==> config.mk <==
export PLATFORM = sky130hd
export DESIGN_NAME = btb_predictor
export DESIGN_NICKNAME = d
export VERILOG_FILES = /design/src/rtl/btb_pkg.sv /design/src/rtl/btb_way_store.sv /design/src/rtl/btb_match.sv /design/src/rtl/btb_lru.sv /design/src/rtl/btb_predictor.sv
export SDC_FILE = /design/constraint.sdc
export NUM_CORES = 1
export LEC_CHECK = 0
export BUFFER_PORTS_ARGS = -buffer_cell sky130_fd_sc_hd__buf_2
export CAP_MARGIN = 0
export CORE_ASPECT_RATIO = 1.5
export CORE_UTILIZATION = 64
export CTS_BUF_LIST = sky130_fd_sc_hd__clkbuf_4 sky130_fd_sc_hd__clkbuf_8
export DETAILED_ROUTE_END_ITERATION = 16
export GPL_TIMING_DRIVEN = 0
export MAX_ROUTING_LAYER = met4
export PLACE_DENSITY = 0.82
export SETUP_SLACK_MARGIN = 0.5
export SLEW_MARGIN = 10
export SYNTH_ARGS = -nofsm -noshare
export SYNTH_HDL_FRONTEND = slang
export SYNTH_SLANG_ARGS = --single-unit
==> constraint.sdc <==
create_clock -name clk -period 11.5 [get_ports clk]
set_input_delay 1.15 -clock clk [delete_from_list [all_inputs] [get_ports clk]]
set_output_delay 1.15 -clock clk [all_outputs]
set_load 0.02 [all_outputs]
==> src/rtl/btb_pkg.sv <==
package btb_pkg;

    parameter int PC_W     = 32;
    parameter int SET_BITS = 3;
    parameter int OFF_BITS = 2;

    // The one-bit replacement record is exact LRU only for two ways.
    localparam int WAYS       = 2;
    localparam int SETS       = 1 << SET_BITS;
    localparam int TAG_W      = PC_W - SET_BITS - OFF_BITS;
    localparam int INSN_BYTES = 1 << OFF_BITS;

    typedef logic [PC_W-1:0]     pc_t;
    typedef logic [SET_BITS-1:0] set_idx_t;
    typedef logic [TAG_W-1:0]    tag_t;
    typedef logic                way_t;

    typedef struct packed {
        logic valid;
        tag_t tag;
    } btb_key_t;

    typedef struct packed {
        btb_key_t key;
        pc_t      target;
    } btb_entry_t;

    typedef struct packed {
        logic hit;
        way_t way;
    } btb_match_t;

    function automatic set_idx_t set_of(input pc_t pc);
        return pc[OFF_BITS +: SET_BITS];
    endfunction

    function automatic tag_t tag_of(input pc_t pc);
        return pc[PC_W-1 -: TAG_W];
    endfunction

    function automatic pc_t seq_pc(input pc_t pc);
        return pc + pc_t'(INSN_BYTES);
    endfunction

endpackage

==> src/rtl/btb_way_store.sv <==
module btb_way_store
    import btb_pkg::*;
(
    input  logic       clk,
    input  logic       rst,
    input  logic       wr_en,
    input  set_idx_t   wr_set,
    input  btb_entry_t wr_data,
    input  logic       inv_en,
    input  set_idx_t   inv_set,
    input  set_idx_t   rd_a_set,
    output btb_entry_t rd_a,
    input  set_idx_t   rd_b_set,
    output btb_key_t   rd_b
);

    btb_entry_t mem [SETS];

    always_ff @(posedge clk) begin
        if (rst) begin
            for (int s = 0; s < SETS; s++) begin
                mem[s].key.valid <= 1'b0;
            end
        end else if (wr_en) begin
            mem[wr_set] <= wr_data;
        end else if (inv_en) begin
            mem[inv_set].key.valid <= 1'b0;
        end
    end

    assign rd_a = mem[rd_a_set];
    assign rd_b = mem[rd_b_set].key;


    wr_lands_chk: assert property (@(posedge clk) disable iff (rst)
        wr_en |=> mem[$past(wr_set)].key.valid);


    inv_clears_chk: assert property (@(posedge clk) disable iff (rst)
        (inv_en && !wr_en) |=> !mem[$past(inv_set)].key.valid);

    genvar gs;
    generate
        for (gs = 0; gs < SETS; gs++) begin : g_rst_chk

            reset_empty_chk: assert property (@(posedge clk) disable iff (rst)
                $past(rst) |-> !mem[gs].key.valid);
        end
    endgenerate

endmodule

==> src/rtl/btb_match.sv <==
module btb_match
    import btb_pkg::*;
(
    input  tag_t            tag,
    input  btb_key_t        keys [WAYS],
    output logic [WAYS-1:0] hits,
    output btb_match_t      m
);

    genvar gw;
    generate
        for (gw = 0; gw < WAYS; gw++) begin : g_cmp
            assign hits[gw] = keys[gw].valid && (keys[gw].tag == tag);
        end
    endgenerate

    always_comb begin
        m.hit = |hits;
        m.way = '0;
        for (int w = WAYS - 1; w >= 0; w--) begin
            if (hits[w]) m.way = way_t'(w);
        end
    end

endmodule

==> src/rtl/btb_lru.sv <==
module btb_lru
    import btb_pkg::*;
(
    input  logic            clk,
    input  logic            rst,
    input  logic            lk_touch,
    input  set_idx_t        lk_set,
    input  way_t            lk_way,
    input  logic            up_touch,
    input  set_idx_t        up_set,
    input  way_t            up_way,
    input  set_idx_t        q_set,
    input  logic [WAYS-1:0] q_valid,
    output way_t            victim
);

    // Per set: the way to evict next.
    logic [SETS-1:0] evict_q;

    always_ff @(posedge clk) begin
        if (rst) begin
            evict_q <= '0;
        end else begin
            for (int s = 0; s < SETS; s++) begin
                if (up_touch && up_set == set_idx_t'(s)) begin
                    evict_q[s] <= ~up_way;
                end else if (lk_touch && lk_set == set_idx_t'(s)) begin
                    evict_q[s] <= ~lk_way;
                end
            end
        end
    end

    always_comb begin
        if (!q_valid[0])      victim = 1'b0;
        else if (!q_valid[1]) victim = 1'b1;
        else                  victim = evict_q[q_set];
    end


    up_touch_chk: assert property (@(posedge clk) disable iff (rst)
        up_touch |=> evict_q[$past(up_set)] == !$past(up_way));


    lk_touch_chk: assert property (@(posedge clk) disable iff (rst)
        (lk_touch && !(up_touch && up_set == lk_set))
            |=> evict_q[$past(lk_set)] == !$past(lk_way));


    always_comb begin
        if (!rst && q_valid != '1) begin
            victim_free_chk: assert (!q_valid[victim]);
        end
    end

endmodule

==> src/rtl/btb_predictor.sv <==
module btb_predictor
    import btb_pkg::*;
(
    input  logic            clk,
    input  logic            rst,
    input  logic            lk_en,
    input  logic [PC_W-1:0] lk_pc,
    output logic            lk_hit,
    output logic [PC_W-1:0] lk_target,
    output logic [PC_W-1:0] lk_next_pc,
    input  logic            upd_en,
    input  logic [PC_W-1:0] upd_pc,
    input  logic            upd_taken,
    input  logic [PC_W-1:0] upd_target
);

    set_idx_t lk_set, up_set;
    tag_t     lk_tag, up_tag;

    assign lk_set = set_of(lk_pc);
    assign lk_tag = tag_of(lk_pc);
    assign up_set = set_of(upd_pc);
    assign up_tag = tag_of(upd_pc);

    btb_entry_t      lk_rd   [WAYS];
    btb_key_t        lk_keys [WAYS];
    btb_key_t        up_keys [WAYS];
    logic [WAYS-1:0] wr_en_w, inv_en_w, up_valid;
    logic [WAYS-1:0] lk_hits, up_hits;
    btb_match_t      lk_m, up_m;
    btb_entry_t      new_entry;
    way_t            victim, dest_way;
    logic            alloc;

    assign alloc     = upd_en && upd_taken;
    assign dest_way  = up_m.hit ? up_m.way : victim;
    assign new_entry = '{key: '{valid: 1'b1, tag: up_tag}, target: upd_target};

    genvar gw;
    generate
        for (gw = 0; gw < WAYS; gw++) begin : g_way
            assign wr_en_w[gw]  = alloc && (dest_way == way_t'(gw));
            assign inv_en_w[gw] = upd_en && !upd_taken && up_m.hit
                                  && (up_m.way == way_t'(gw));
            assign lk_keys[gw]  = lk_rd[gw].key;
            assign up_valid[gw] = up_keys[gw].valid;

            btb_way_store u_store (
                .clk      (clk),
                .rst      (rst),
                .wr_en    (wr_en_w[gw]),
                .wr_set   (up_set),
                .wr_data  (new_entry),
                .inv_en   (inv_en_w[gw]),
                .inv_set  (up_set),
                .rd_a_set (lk_set),
                .rd_a     (lk_rd[gw]),
                .rd_b_set (up_set),
                .rd_b     (up_keys[gw])
            );
        end
    endgenerate

    btb_match u_lk_match (
        .tag  (lk_tag),
        .keys (lk_keys),
        .hits (lk_hits),
        .m    (lk_m)
    );

    btb_match u_up_match (
        .tag  (up_tag),
        .keys (up_keys),
        .hits (up_hits),
        .m    (up_m)
    );

    btb_lru u_lru (
        .clk      (clk),
        .rst      (rst),
        .lk_touch (lk_en && lk_m.hit),
        .lk_set   (lk_set),
        .lk_way   (lk_m.way),
        .up_touch (alloc),
        .up_set   (up_set),
        .up_way   (dest_way),
        .q_set    (up_set),
        .q_valid  (up_valid),
        .victim   (victim)
    );

    assign lk_hit     = lk_m.hit;
    assign lk_target  = lk_m.hit ? lk_rd[lk_m.way].target : '0;
    assign lk_next_pc = lk_m.hit ? lk_rd[lk_m.way].target : seq_pc(lk_pc);


    no_dup_lk_chk: assert property (@(posedge clk) disable iff (rst)
        $countones(lk_hits) <= 1);


    no_dup_up_chk: assert property (@(posedge clk) disable iff (rst)
        $countones(up_hits) <= 1);


    nt_miss_quiet_chk: assert property (@(posedge clk) disable iff (rst)
        (upd_en && !upd_taken && !up_m.hit) |-> (wr_en_w == '0 && inv_en_w == '0));


    always_comb begin
        if (!rst && upd_en) begin
            upd_aligned_chk: assert (upd_pc[OFF_BITS-1:0] == '0);
        end
    end

endmodule

==> flow_metrics.env <==
export IMPL_status="finished clean"
export IMPL_viasPerCell=7.320
export IMPL_synthArstFlopShare_pct=0
export IMPL_cts_resized=0
export IMPL_rsz0062_at_grt="false"
export IMPL_drive_above_1_share_pct=31.45
export IMPL_synthFlopType="edfxtp_1"
export IMPL_synth_edf_count=960
export IMPL_skew_ns=0.04274
export IMPL_dr_total_vias=27825
export IMPL_cts_sinks=968
export IMPL_cp_end_kind="primary output"
export IMPL_grt_pass1_vias=27891
export IMPL_crit_type="in2out"
export IMPL_initial_core_util_pct=64.92
export IMPL_synth_seq_cells=968
export IMPL_worst_r2r_setup_slack_ns=5.59
export IMPL_clk_path_buf_depth=3
export IMPL_cp_start_kind="input port"
export IMPL_p_per_area_nw_per_um2=146.9
export IMPL_grt_max_degree=35
export IMPL_synthTopCellsByArea="edfxtp_1, mux4_2, mux2i_1"
export IMPL_setup_tns_ns=0
export IMPL_timing_fmax_ghz=0.1229
export IMPL_synth_distinct_cells=68
export IMPL_ir_worst_vdd_uv=131.0
export IMPL_hold_end="u_lru.evict_q[2]"
export IMPL_wl_per_cell_um=39.45
export IMPL_fp_coreArea_um2=66910
export IMPL_post_route_period_util_pct=70.73
export IMPL_grt_util_all_layers_pct=45.44
export IMPL_die_area_um2=68940
export IMPL_ys_seq_area_share_pct=66.73
export IMPL_hold_path_class="reg2reg"
export IMPL_arrival_ns=6.98
export IMPL_grt_pass1_wl_um=205700
export IMPL_drcViolationCount=0
export IMPL_finalWirelength_um=149900
export IMPL_whs_path_depth=2
export IMPL_synth_cell_area_um2=43440
export IMPL_hold_viol_final=0
export IMPL_slew_headroom_pct=4.198
export IMPL_die_h_um=321.1
export IMPL_hold_buffers=0
export IMPL_cap_violations=0
export IMPL_overflow=0
export IMPL_cts_tree="done"
export IMPL_cts_buffers=139
export IMPL_insertion_delay_ns=0.85
export IMPL_synth_avg_cell_area_um2=18.14
export IMPL_final_common_cell="edfxtp_1"
export IMPL_r2r_start="g_way[0].u_store.mem[3][44]"
export IMPL_final_cell_mix="edfxtp_1, mux2i_1, mux4_2"
export IMPL_yosys_warnings=0
export IMPL_synth_top_area_cell="edfxtp_1"
export IMPL_drtAntennaViolNets=0
export IMPL_post_cts_buffers=0
export IMPL_drt_iter0_markers=4207
export IMPL_antenna_found_initial=7
export IMPL_path_max_fanout=10
export IMPL_rows=116
export IMPL_hp_start="u_lru.evict_q[2]"
export IMPL_area_growth_pct=12.96
export IMPL_finalSetupViolCount=0
export IMPL_finalMaxSlewViolations=0
export IMPL_worst_slew_pin_slew_ns=1.437
export IMPL_dpl_hpwl_um=108100
export IMPL_cellLeakagePower_nw=16.74
export IMPL_drt_first_pass_iters=10
export IMPL_utilization_pct=73.34
export IMPL_io_buffers=150
export IMPL_cts_htree_levels=4
export IMPL_fin_nets=2909
export IMPL_yosysTopAreaCellShare_pct=66.36
export IMPL_cp_required_ns=10.35
export IMPL_cts_root_buf="clkbuf_8"
export IMPL_syn_inst=2395
export IMPL_reg2reg_depth=17
export IMPL_worst_r2r_endpoint="g_way[0].u_store.mem[2][21]"
export IMPL_fin_crit_ns=8.134
export IMPL_synthesis_nets=2502
export IMPL_clkSlewWorstSetupHoldPaths_ns=0.07
export IMPL_pin_count=166
export IMPL_die_x_um=214.7
export IMPL_gp_congestion=1.114
==> metrics by stage <==
stage | worst slack [ns] | hold WS [ns] | instances | instance area, um^2 | power [mW]
final | 3.366 | 0.6074 | 3801 | 49070 | 7.207
after global placement | -9.476 | 0.5739 | 3430 | 45300 | 4.598
after floorplan | 1.484 | 0.5533 | 2395 | 43440 | 4.333
after global routing | 3.621 | 0.6812 | 3800 | 49070 | 7.348
after CTS | 3.480 | 0.6049 | 3794 | 49050 | 7.172
after detailed placement | 3.480 | 0.5885 | 3546 | 46430 | 4.616
==> registers in the layout (all words and copies together), names as in the netlist <==
signal             count
g_way.u_store.mem    960
u_lru.evict_q          8
==> final cells by class <==
cell class	instances	area, um^2
Tap cell	885	1107
Antenna cell	7	17.52
Timing Repair Buffer	266	1797
Clock inverter	67	367.9
Buffer	157	867.1
Inverter	14	52.55
Fill cell	3921	17840
Clock buffer	181	2253
Multi-Input combinational cell	1256	13620
Sequential cell	968	28990
==> metal layers <==
layer	global-route usage (%)	vias up	share of wire, %
li1	-	10791	-
met1	49.42	13813	30
met2	71.42	2496	48
met3	11.48	725	12
met4	35.94	0	9.3
met5	-	-	0
==> cells in the mapped netlist (all sizes together), types with 12 or more instances <==
cell type  number
o21ai          20
nor2           26
nand4          32
buf           101
nor3           24
o21bai         28
clkbuf         56
nand3          28
nand2          85
xor2           67
a31o           16
xnor2          39
a211oi         17
o211ai         12
o22ai          65
nor4           22
mux2           44
mux4          252
and4           12
edfxtp        960
inv            12
a22oi          43
and3           19
mux2i         253
==> critical path: stages <==
cell      delay (ns)
buf_2           0.27
buf_4           0.35
buf_6           0.29
buf_6           0.31
inv_1           0.37
mux2i_1         0.72
xor2_1          0.26
o211ai_1        0.14
nor3_1          0.32
nand4_1         0.31
buf_2           0.34
nand2_1         0.55
clkbuf_1        0.80
o21bai_1        0.45
buf_2           0.29
==> where the power goes <==
group          switching [mW]  internal, mW
combinational           0.441         0.223
sequential            0.00731          3.90
clock                    1.33          1.31
total                    1.78          5.43
==> how the worst max path moves through the flow <==
stage          depth (start not counted)  slack [ns]       from                          end
2_1_floorplan                         10        1.48  upd_pc[4]   g_way[1].u_store.mem[3][0]
3_3_place_gp                          11       -9.48  upd_pc[4]  g_way[1].u_store.mem[7][18]
3_5_place_dp                          14        3.48   lk_pc[4]               lk_next_pc[30]
4_1_cts                               14        3.48   lk_pc[4]               lk_next_pc[30]
5_1_grt                               15        3.62   lk_pc[2]               lk_next_pc[30]
6_report                              15        3.37   lk_pc[2]               lk_next_pc[30]
==> logic make-up after synthesis <==
family / Yosys count / share of synthesized area [%]
AO/OA/AOI/OAI: 285 / 4.928
flip-flops: 968 / 66.73
multiplexers: 549 / 20.04
AND/OR/NAND/NOR: 310 / 3.880
XOR/XNOR: 106 / 2.137
adder cells (fa/ha/maj): 6 / 0.1728
buffers and inverters: 171 / 2.114
No activity file was read; power rests on OpenSTA's default activity.
